===== config.mk =====
export PLATFORM = sky130hd
export DESIGN_NAME = ac_link_deser
export DESIGN_NICKNAME = d
export VERILOG_FILES = /design/src/rtl/ac_link_pkg.sv /design/src/rtl/ac_link_sync_detect.sv /design/src/rtl/ac_link_slot_seq.sv /design/src/rtl/ac_link_lane.sv /design/src/rtl/ac_link_deser.sv
export SDC_FILE = /design/constraint.sdc
export NUM_CORES = 1
export LEC_CHECK = 0
export ABC_AREA = 1
export BUFFER_PORTS_ARGS = -buffer_cell sky130_fd_sc_hd__buf_2
export CAP_MARGIN = 10
export CORE_MARGIN = 2
export CORE_UTILIZATION = 60
export DETAILED_ROUTE_END_ITERATION = 6
export GPL_TIMING_DRIVEN = 0
export HOLD_SLACK_MARGIN = 0.08
export PLACE_DENSITY = 0.84
export SLEW_MARGIN = 20
export SYNTH_ARGS = -nofsm -noshare
export SYNTH_HDL_FRONTEND = slang
export SYNTH_SLANG_ARGS = --single-unit

===== constraint.sdc =====
create_clock -name link_clk -period 4.22 [get_ports link_clk]
set_input_delay 0.422 -clock link_clk [delete_from_list [all_inputs] [get_ports link_clk]]
set_output_delay 0.422 -clock link_clk [all_outputs]
set_load 0.005 [all_outputs]

===== src/rtl/ac_link_pkg.sv =====
package ac_link_pkg;

    localparam int DEF_TAG_BITS  = 16;
    localparam int DEF_SLOT_BITS = 20;
    localparam int DEF_SLOTS     = 13;

    typedef enum logic [1:0] {
        SEQ_IDLE = 2'd0,
        SEQ_RUN  = 2'd1,
        SEQ_DONE = 2'd2
    } seq_state_e;

    function automatic int slot_width(int idx, int tag_bits, int slot_bits);
        return (idx == 0) ? tag_bits : slot_bits;
    endfunction

endpackage


===== src/rtl/ac_link_sync_detect.sv =====
module ac_link_sync_detect (
    input  logic clk,
    input  logic rst,
    input  logic sync_i,
    output logic start_o
);
    logic sync_q;
    logic start_q;

    always_ff @(negedge clk) begin
        if (rst) begin
            sync_q  <= 1'b1;
            start_q <= 1'b0;
        end else begin
            sync_q  <= sync_i;
            start_q <= sync_i & ~sync_q;
        end
    end

    assign start_o = start_q;


    single_start_chk: assert property (@(negedge clk) disable iff (rst)
        start_q |=> !start_q);

endmodule


===== src/rtl/ac_link_slot_seq.sv =====
module ac_link_slot_seq
    import ac_link_pkg::*;
#(
    parameter int TAG_BITS  = DEF_TAG_BITS,
    parameter int SLOT_BITS = DEF_SLOT_BITS,
    parameter int SLOTS     = DEF_SLOTS,
    localparam int IDX_W    = $clog2(SLOTS),
    localparam int SB_W     = $clog2(SLOT_BITS),
    localparam int LEN_W    = $clog2(SLOT_BITS + 1)
) (
    input  logic             clk,
    input  logic             rst,
    input  logic             start_i,
    output logic             take_o,
    output logic             first_o,
    output logic             last_o,
    output logic [IDX_W-1:0] slot_o,
    output logic [LEN_W-1:0] len_o
);
    localparam logic [IDX_W-1:0] LAST_SLOT = IDX_W'(SLOTS - 1);

    seq_state_e       state_q;
    logic [IDX_W-1:0] slot_q;
    logic [SB_W-1:0]  sbit_q;
    logic [IDX_W-1:0] cur_slot;
    logic [SB_W-1:0]  cur_bit;
    logic [SB_W-1:0]  cur_top;

    always_comb begin
        take_o   = 1'b0;
        cur_slot = slot_q;
        cur_bit  = sbit_q;
        if (start_i) begin
            take_o   = 1'b1;
            cur_slot = '0;
            cur_bit  = '0;
        end else if (state_q == SEQ_RUN) begin
            take_o = 1'b1;
        end
        cur_top = SB_W'(slot_width(int'(cur_slot), TAG_BITS, SLOT_BITS) - 1);
        first_o = (cur_bit == '0);
        last_o  = (cur_bit == cur_top);
        slot_o  = cur_slot;
        len_o   = LEN_W'(slot_width(int'(cur_slot), TAG_BITS, SLOT_BITS));
    end

    always_ff @(negedge clk) begin
        if (rst) begin
            state_q <= SEQ_IDLE;
            slot_q  <= '0;
            sbit_q  <= '0;
        end else if (take_o) begin
            if (last_o) begin
                sbit_q <= '0;
                if (cur_slot == LAST_SLOT) begin
                    state_q <= SEQ_DONE;
                    slot_q  <= '0;
                end else begin
                    state_q <= SEQ_RUN;
                    slot_q  <= cur_slot + 1'b1;
                end
            end else begin
                state_q <= SEQ_RUN;
                slot_q  <= cur_slot;
                sbit_q  <= cur_bit + 1'b1;
            end
        end
    end


    restart_pos_chk: assert property (@(negedge clk) disable iff (rst)
        start_i |=> (state_q == SEQ_RUN && slot_q == '0 && sbit_q == SB_W'(1)));


    no_take_outside_chk: assert property (@(negedge clk) disable iff (rst)
        (state_q != SEQ_RUN && !start_i) |-> !take_o);


    bit_in_range_chk: assert property (@(negedge clk) disable iff (rst)
        (state_q == SEQ_RUN) |->
            (int'(sbit_q) < slot_width(int'(slot_q), TAG_BITS, SLOT_BITS)));

endmodule


===== src/rtl/ac_link_lane.sv =====
module ac_link_lane
    import ac_link_pkg::*;
#(
    parameter int TAG_BITS  = DEF_TAG_BITS,
    parameter int SLOT_BITS = DEF_SLOT_BITS,
    parameter int IDX_W     = 4,
    parameter int LEN_W     = 5
) (
    input  logic                 clk,
    input  logic                 rst,
    input  logic                 take_i,
    input  logic                 first_i,
    input  logic                 last_i,
    input  logic [IDX_W-1:0]     slot_i,
    input  logic [LEN_W-1:0]     len_i,
    input  logic                 bit_i,
    output logic                 vld_o,
    output logic [IDX_W-1:0]     idx_o,
    output logic [LEN_W-1:0]     len_o,
    output logic [SLOT_BITS-1:0] val_o
);
    logic [SLOT_BITS-1:0] shift_q;
    logic [SLOT_BITS-1:0] shift_nxt;

    always_comb begin
        if (first_i) shift_nxt = {{(SLOT_BITS-1){1'b0}}, bit_i};
        else         shift_nxt = {shift_q[SLOT_BITS-2:0], bit_i};
    end

    always_ff @(negedge clk) begin
        if (rst) begin
            shift_q <= '0;
            vld_o   <= 1'b0;
            idx_o   <= '0;
            len_o   <= '0;
            val_o   <= '0;
        end else begin
            vld_o <= take_i & last_i;
            if (take_i) shift_q <= shift_nxt;
            if (take_i && last_i) begin
                idx_o <= slot_i;
                len_o <= len_i;
                val_o <= shift_nxt;
            end
        end
    end


    strobe_pulse_chk: assert property (@(negedge clk) disable iff (rst)
        vld_o |=> !vld_o);


    len_match_chk: assert property (@(negedge clk) disable iff (rst)
        vld_o |-> (int'(len_o) == slot_width(int'(idx_o), TAG_BITS, SLOT_BITS)));


    tag_aligned_chk: assert property (@(negedge clk) disable iff (rst)
        (vld_o && idx_o == '0) |-> (val_o >> TAG_BITS) == '0);

endmodule


===== src/rtl/ac_link_deser.sv =====
module ac_link_deser
    import ac_link_pkg::*;
#(
    parameter int  TAG_BITS  = DEF_TAG_BITS,
    parameter int  SLOT_BITS = DEF_SLOT_BITS,
    parameter int  SLOTS     = DEF_SLOTS,
    parameter bit  HAS_OUT   = 1'b1,
    parameter bit  HAS_IN    = 1'b1,
    localparam int IDX_W     = $clog2(SLOTS),
    localparam int LEN_W     = $clog2(SLOT_BITS + 1)
) (
    input  logic                 link_clk,
    input  logic                 rst,
    input  logic                 link_sync,
    input  logic                 link_sdo,
    input  logic                 link_sdi,
    output logic                 out_vld,
    output logic [IDX_W-1:0]     out_idx,
    output logic [LEN_W-1:0]     out_len,
    output logic [SLOT_BITS-1:0] out_val,
    output logic                 in_vld,
    output logic [IDX_W-1:0]     in_idx,
    output logic [LEN_W-1:0]     in_len,
    output logic [SLOT_BITS-1:0] in_val
);
    logic             start;
    logic             take;
    logic             first;
    logic             last;
    logic [IDX_W-1:0] slot;
    logic [LEN_W-1:0] len;

    ac_link_sync_detect u_sync (
        .clk     (link_clk),
        .rst     (rst),
        .sync_i  (link_sync),
        .start_o (start)
    );

    ac_link_slot_seq #(
        .TAG_BITS  (TAG_BITS),
        .SLOT_BITS (SLOT_BITS),
        .SLOTS     (SLOTS)
    ) u_seq (
        .clk     (link_clk),
        .rst     (rst),
        .start_i (start),
        .take_o  (take),
        .first_o (first),
        .last_o  (last),
        .slot_o  (slot),
        .len_o   (len)
    );

    generate
        if (HAS_OUT) begin : g_out
            ac_link_lane #(
                .TAG_BITS (TAG_BITS), .SLOT_BITS (SLOT_BITS),
                .IDX_W (IDX_W), .LEN_W (LEN_W)
            ) u_lane (
                .clk (link_clk), .rst (rst), .take_i (take), .first_i (first),
                .last_i (last), .slot_i (slot), .len_i (len), .bit_i (link_sdo),
                .vld_o (out_vld), .idx_o (out_idx), .len_o (out_len), .val_o (out_val)
            );
        end else begin : g_no_out
            assign out_vld = 1'b0;
            assign out_idx = '0;
            assign out_len = '0;
            assign out_val = '0;
        end

        if (HAS_IN) begin : g_in
            ac_link_lane #(
                .TAG_BITS (TAG_BITS), .SLOT_BITS (SLOT_BITS),
                .IDX_W (IDX_W), .LEN_W (LEN_W)
            ) u_lane (
                .clk (link_clk), .rst (rst), .take_i (take), .first_i (first),
                .last_i (last), .slot_i (slot), .len_i (len), .bit_i (link_sdi),
                .vld_o (in_vld), .idx_o (in_idx), .len_o (in_len), .val_o (in_val)
            );
        end else begin : g_no_in
            assign in_vld = 1'b0;
            assign in_idx = '0;
            assign in_len = '0;
            assign in_val = '0;
        end
    endgenerate


    lanes_aligned_chk: assert property (@(negedge link_clk) disable iff (rst)
        (HAS_OUT && HAS_IN) |-> (out_vld == in_vld));

endmodule


# After elaboration in Yosys (flattened, before gate mapping)
# Index checks and enable logic that the tools add are counted.
# classes
n_addsub	3
eq_ne	3
n_mux	12
n_bitwise	3
n_reduce_logical	3
# op_table
cell	count
2-to-1 mux 20 bit	2
2-to-1 mux 4 bit	3
2-to-1 mux 5 bit	2
adder 5 x 1 -> 5 bit (second input constant)	1
equality test 5 bit	1
zero test 5 bit	1
subtractor 5 x 2 -> 5 bit (second input constant)	1
adder 4 x 1 -> 4 bit (second input constant)	1
equality test 4 bit (second input constant)	1
zero test 4 bit	1
2-to-1 mux 2 bit	2
2-to-1 mux 3 bit	1
bitwise AND 1 bit	2
equality test 2 x 1 -> 1 bit (second input constant)	1
2-to-1 mux 1 bit	2
logical AND 1 bit	1
NOT 1 bit	1
# word_totals
regBits	101
out_inout_bits	60

# Logic depth before layout (Yosys ltp)
# depth
ltp_word	6
mapped_depth	13
ltp_nobuf	12

# Hierarchy
# A second synthesis with hierarchy kept.
# hier_totals
hier_cells	635
area_unflattened_um2	4604.4
# by_module_without_submodules
mod	n_inst	cells_per_inst	area_per_inst_um2	seq_area_each_um2
ac_link_lane	2	254	1859.3	980.9
ac_link_slot_seq	1	120	822.0	220.2
ac_link_sync_detect	1	7	63.8	40.0

==> reports/summary.txt <==
count of warnings emitted by yosys -> 0
cell count after synthesis -> 538
Initial Utilization -> 61.3%
number of storage elements in the synthesis netlist -> 98
Residual DRC -> 0
clock network power share -> 47.0%
count of buffers added by post-CTS timing repair for setup -> 0
critical path endpoint -> g_in.u_lane.val_o[4]
actual slew at the worst max-slew pin -> 0.501 ns
fin. max-slew vios -> 0
fraction of the core area covered by cells at the end of the flow -> 75.4%
total negative setup slack -> 0 ns
number of resized instances in the post-cts repair step -> 0
final-report hold violation count -> 0
run status -> completed
TritonCTS clock tree -> yes
Seq pwr share -> 47.0%
mean cell area of the mapped netlist -> 7.61 um2
terminus of the critical flop-to-flop path -> g_out.u_lane.val_o[6]
Placed Area -> 4500 um2
Die Outline Area -> 7500 um2
post-detailed-route count of antenna-violating nets -> 0
Root Buffer -> clkbuf_8
Worst Hold Margin -> 0.389 ns
Post-synth EDFFs -> 0
maximum number of pins on one net before global-route repair -> 17
net switching component of the power -> 0.716 mW
largest cells by area after synthesis -> dfxtp_1 (48%), nor2_1 (10%), a211oi_1 (6.6%)
height of the die -> 86.6 um
classification of the worst setup path -> input pin to flip-flop
internal reg-to-reg setup slack -> 2.06 ns
count of routing violations after the opening detailed-route iteration -> 334
Critical Path End Type -> flip-flop
internal power -> 1.33 mW
biggest fanout along the worst timing path -> 10
post-synth cell types -> 27
Synth top cells by count -> nor2_1 (109), dfxtp_1 (98), nand2_1 (56)
last weighted congestion value of the routability-driven placer -> 0.903
Nets -> 717
cell taking the most area after synthesis -> dfxtp_1
post-synthesis async set-or-reset flop share -> 0%
top flip-flop cell by instance count after synthesis -> dfxtp_1
final setup violation count -> 0
post-synthesis cell area -> 4090 um2
number of clock sinks -> 98
via count -> 4,173
data arrival time of the worst path -> 1.76 ns
htree depth -> 3
hold-fix buffers at CTS -> 0
n_diodes -> 0
layout cell share with drive strength beyond 1 -> 16.0%
Setup crit start kind -> input pin
path type of the worst min-delay path -> flip-flop to flip-flop
clk_lat worst skew -> 0.43 ns
All-Layer GR Usage -> 28.6%
cell leakage power -> 2.49 nW
unrepaired setup endpoints after global routing -> no
total design power -> 2.05 mW
Inserted Clock Buffers -> 9
DR vias/cell -> 5.27
clk slew on worst S/H paths -> 0.04 ns
number of buffers on the longest clock path -> 2
wire length of the first global-routing pass -> 17,100 um
via count of the first global-routing pass -> 4,147
total detailed-routing wirelength -> 10,300 um
floorplan row count -> 30
headroom to the max-slew limit -> 66.6%
HPWL reported at the end of detailed placement -> 6410 um
post-layout instance count excluding filler cells -> 792
placed cell count -> 680
total congestion overflow after global routing -> 0
net switching share of the total power -> 34.9%
top cell type's share of synthesized area -> 47.9%
post-placement worst setup slack -> 0.245 ns
cell area power density -> 407 nW/um2
dominant cell by count in the synthesized netlist -> nor2_1
Pre-Repair DR Iteration Count -> 5
worst path setup slack after routing -> 0.628 ns
buffers added on ports -> 57
Worst EP required -> 2.39 ns
startpoint of the lowest-slack register-to-register path -> u_sync.start_o
number of antenna violations at the first check in global routing -> 0
portion of the post-synthesis area used by sequential elements -> 47.9%
logic depth of the worst register-to-register path -> 13
post-layout instance area -> 5030 um2
worst voltage drop across the vdd grid -> 0.255 mV
critical path launch point -> rst
Synth-to-Final Area Change -> 23.0%
Worst Clk Skew -> 0.0300 ns
Max Cap Viol -> 0
Core ar. -> 6680 um2
share of power burned in combinational logic -> 6.0%
average wire per standard cell -> 13.0 um
x dimension of the die -> 86.6 um
number of placed I/O pins -> 65
-- cell type report --
cell class	count	area (um2)
fillers	525	1650
clock buffers	9	124
well taps	80	100
clock inverters	104	418
flip-flops and latches	98	1960
inverters	55	209
multi-input cells	340	1670
plain buffers	49	267
repair buffers	57	285
-- logic make-up after synthesis --
group                      Yosys count  synth area share [%]
xor gates and xnor gates             3                 0.642
buffers and inverters              105                  11.7
AOI/OAI and AO/OA                   97                  14.2
and+or+nand+nor                    230                  24.2
adders and majority gates            4                  1.22
other                                1                0.0916
DFF                                 98                  47.9
-- critical path, cell delays in order --
cell	delay [ns]
clkbuf_1	0.36
buf_1	0.44
clkbuf_1	0.44
a21oi_1	0.10
-- layer usage --
layer,GRT usage [%],vias to the layer above,routed length [um]
met5,0,-,0
li1,-,2055,-
met4,18.2,0,228
met1,31.3,1904,4300
met2,46.9,186,5040
met3,10.2,28,693
-- sequential cells by signal, indices dropped and copies added (netlist names) --
register,cells
u_seq.sbit_q,5
u_sync.sync_q,1
g_out.u_lane.idx_o,4
g_in.u_lane.val_o,20
u_seq.slot_q,4
g_in.u_lane.len_o,2
g_in.u_lane.shift_q,19
u_seq.state_q,2
u_sync.start_o,1
g_out.u_lane.vld_o,1
g_out.u_lane.val_o,20
g_out.u_lane.shift_q,19
-- power groups by stage --
stage / clock network (mW) / logic, mW / registers [mW]
final: 0.964 / 0.122 / 0.964
after global routing: 1.08 / 0.136 / 0.963
after CTS: 0.982 / 0.119 / 0.963
after detailed placement: 0.142 / 0.117 / 0.978
after global placement: 0.142 / 0.112 / 0.977
after floorplan: 0.142 / 0.0898 / 0.976
-- cell usage in the layout, fill, tap and decap left out, drive strengths merged, types with 16 or more instances in the layout --
cell type and count:
inv 157, nor2 115, dfxtp 98, buf 88, nand2 61, nand3 48
a21oi 44, a211oi 36, clkbuf 27, o21ai 16
-- worst min path at each step --
stage                  startpoint             end  slack (ns)  cells after the start
CTS                 u_sync.sync_q  u_sync.start_o        0.39                      1
global route        u_sync.sync_q  u_sync.start_o        0.42                      1
floorplan           u_sync.sync_q  u_sync.start_o        0.37                      1
finish              u_sync.sync_q  u_sync.start_o        0.39                      1
global placement    u_sync.sync_q  u_sync.start_o        0.38                      1
detailed placement  u_sync.sync_q  u_sync.start_o        0.39                      1
Power figures use the tool's default switching activity.
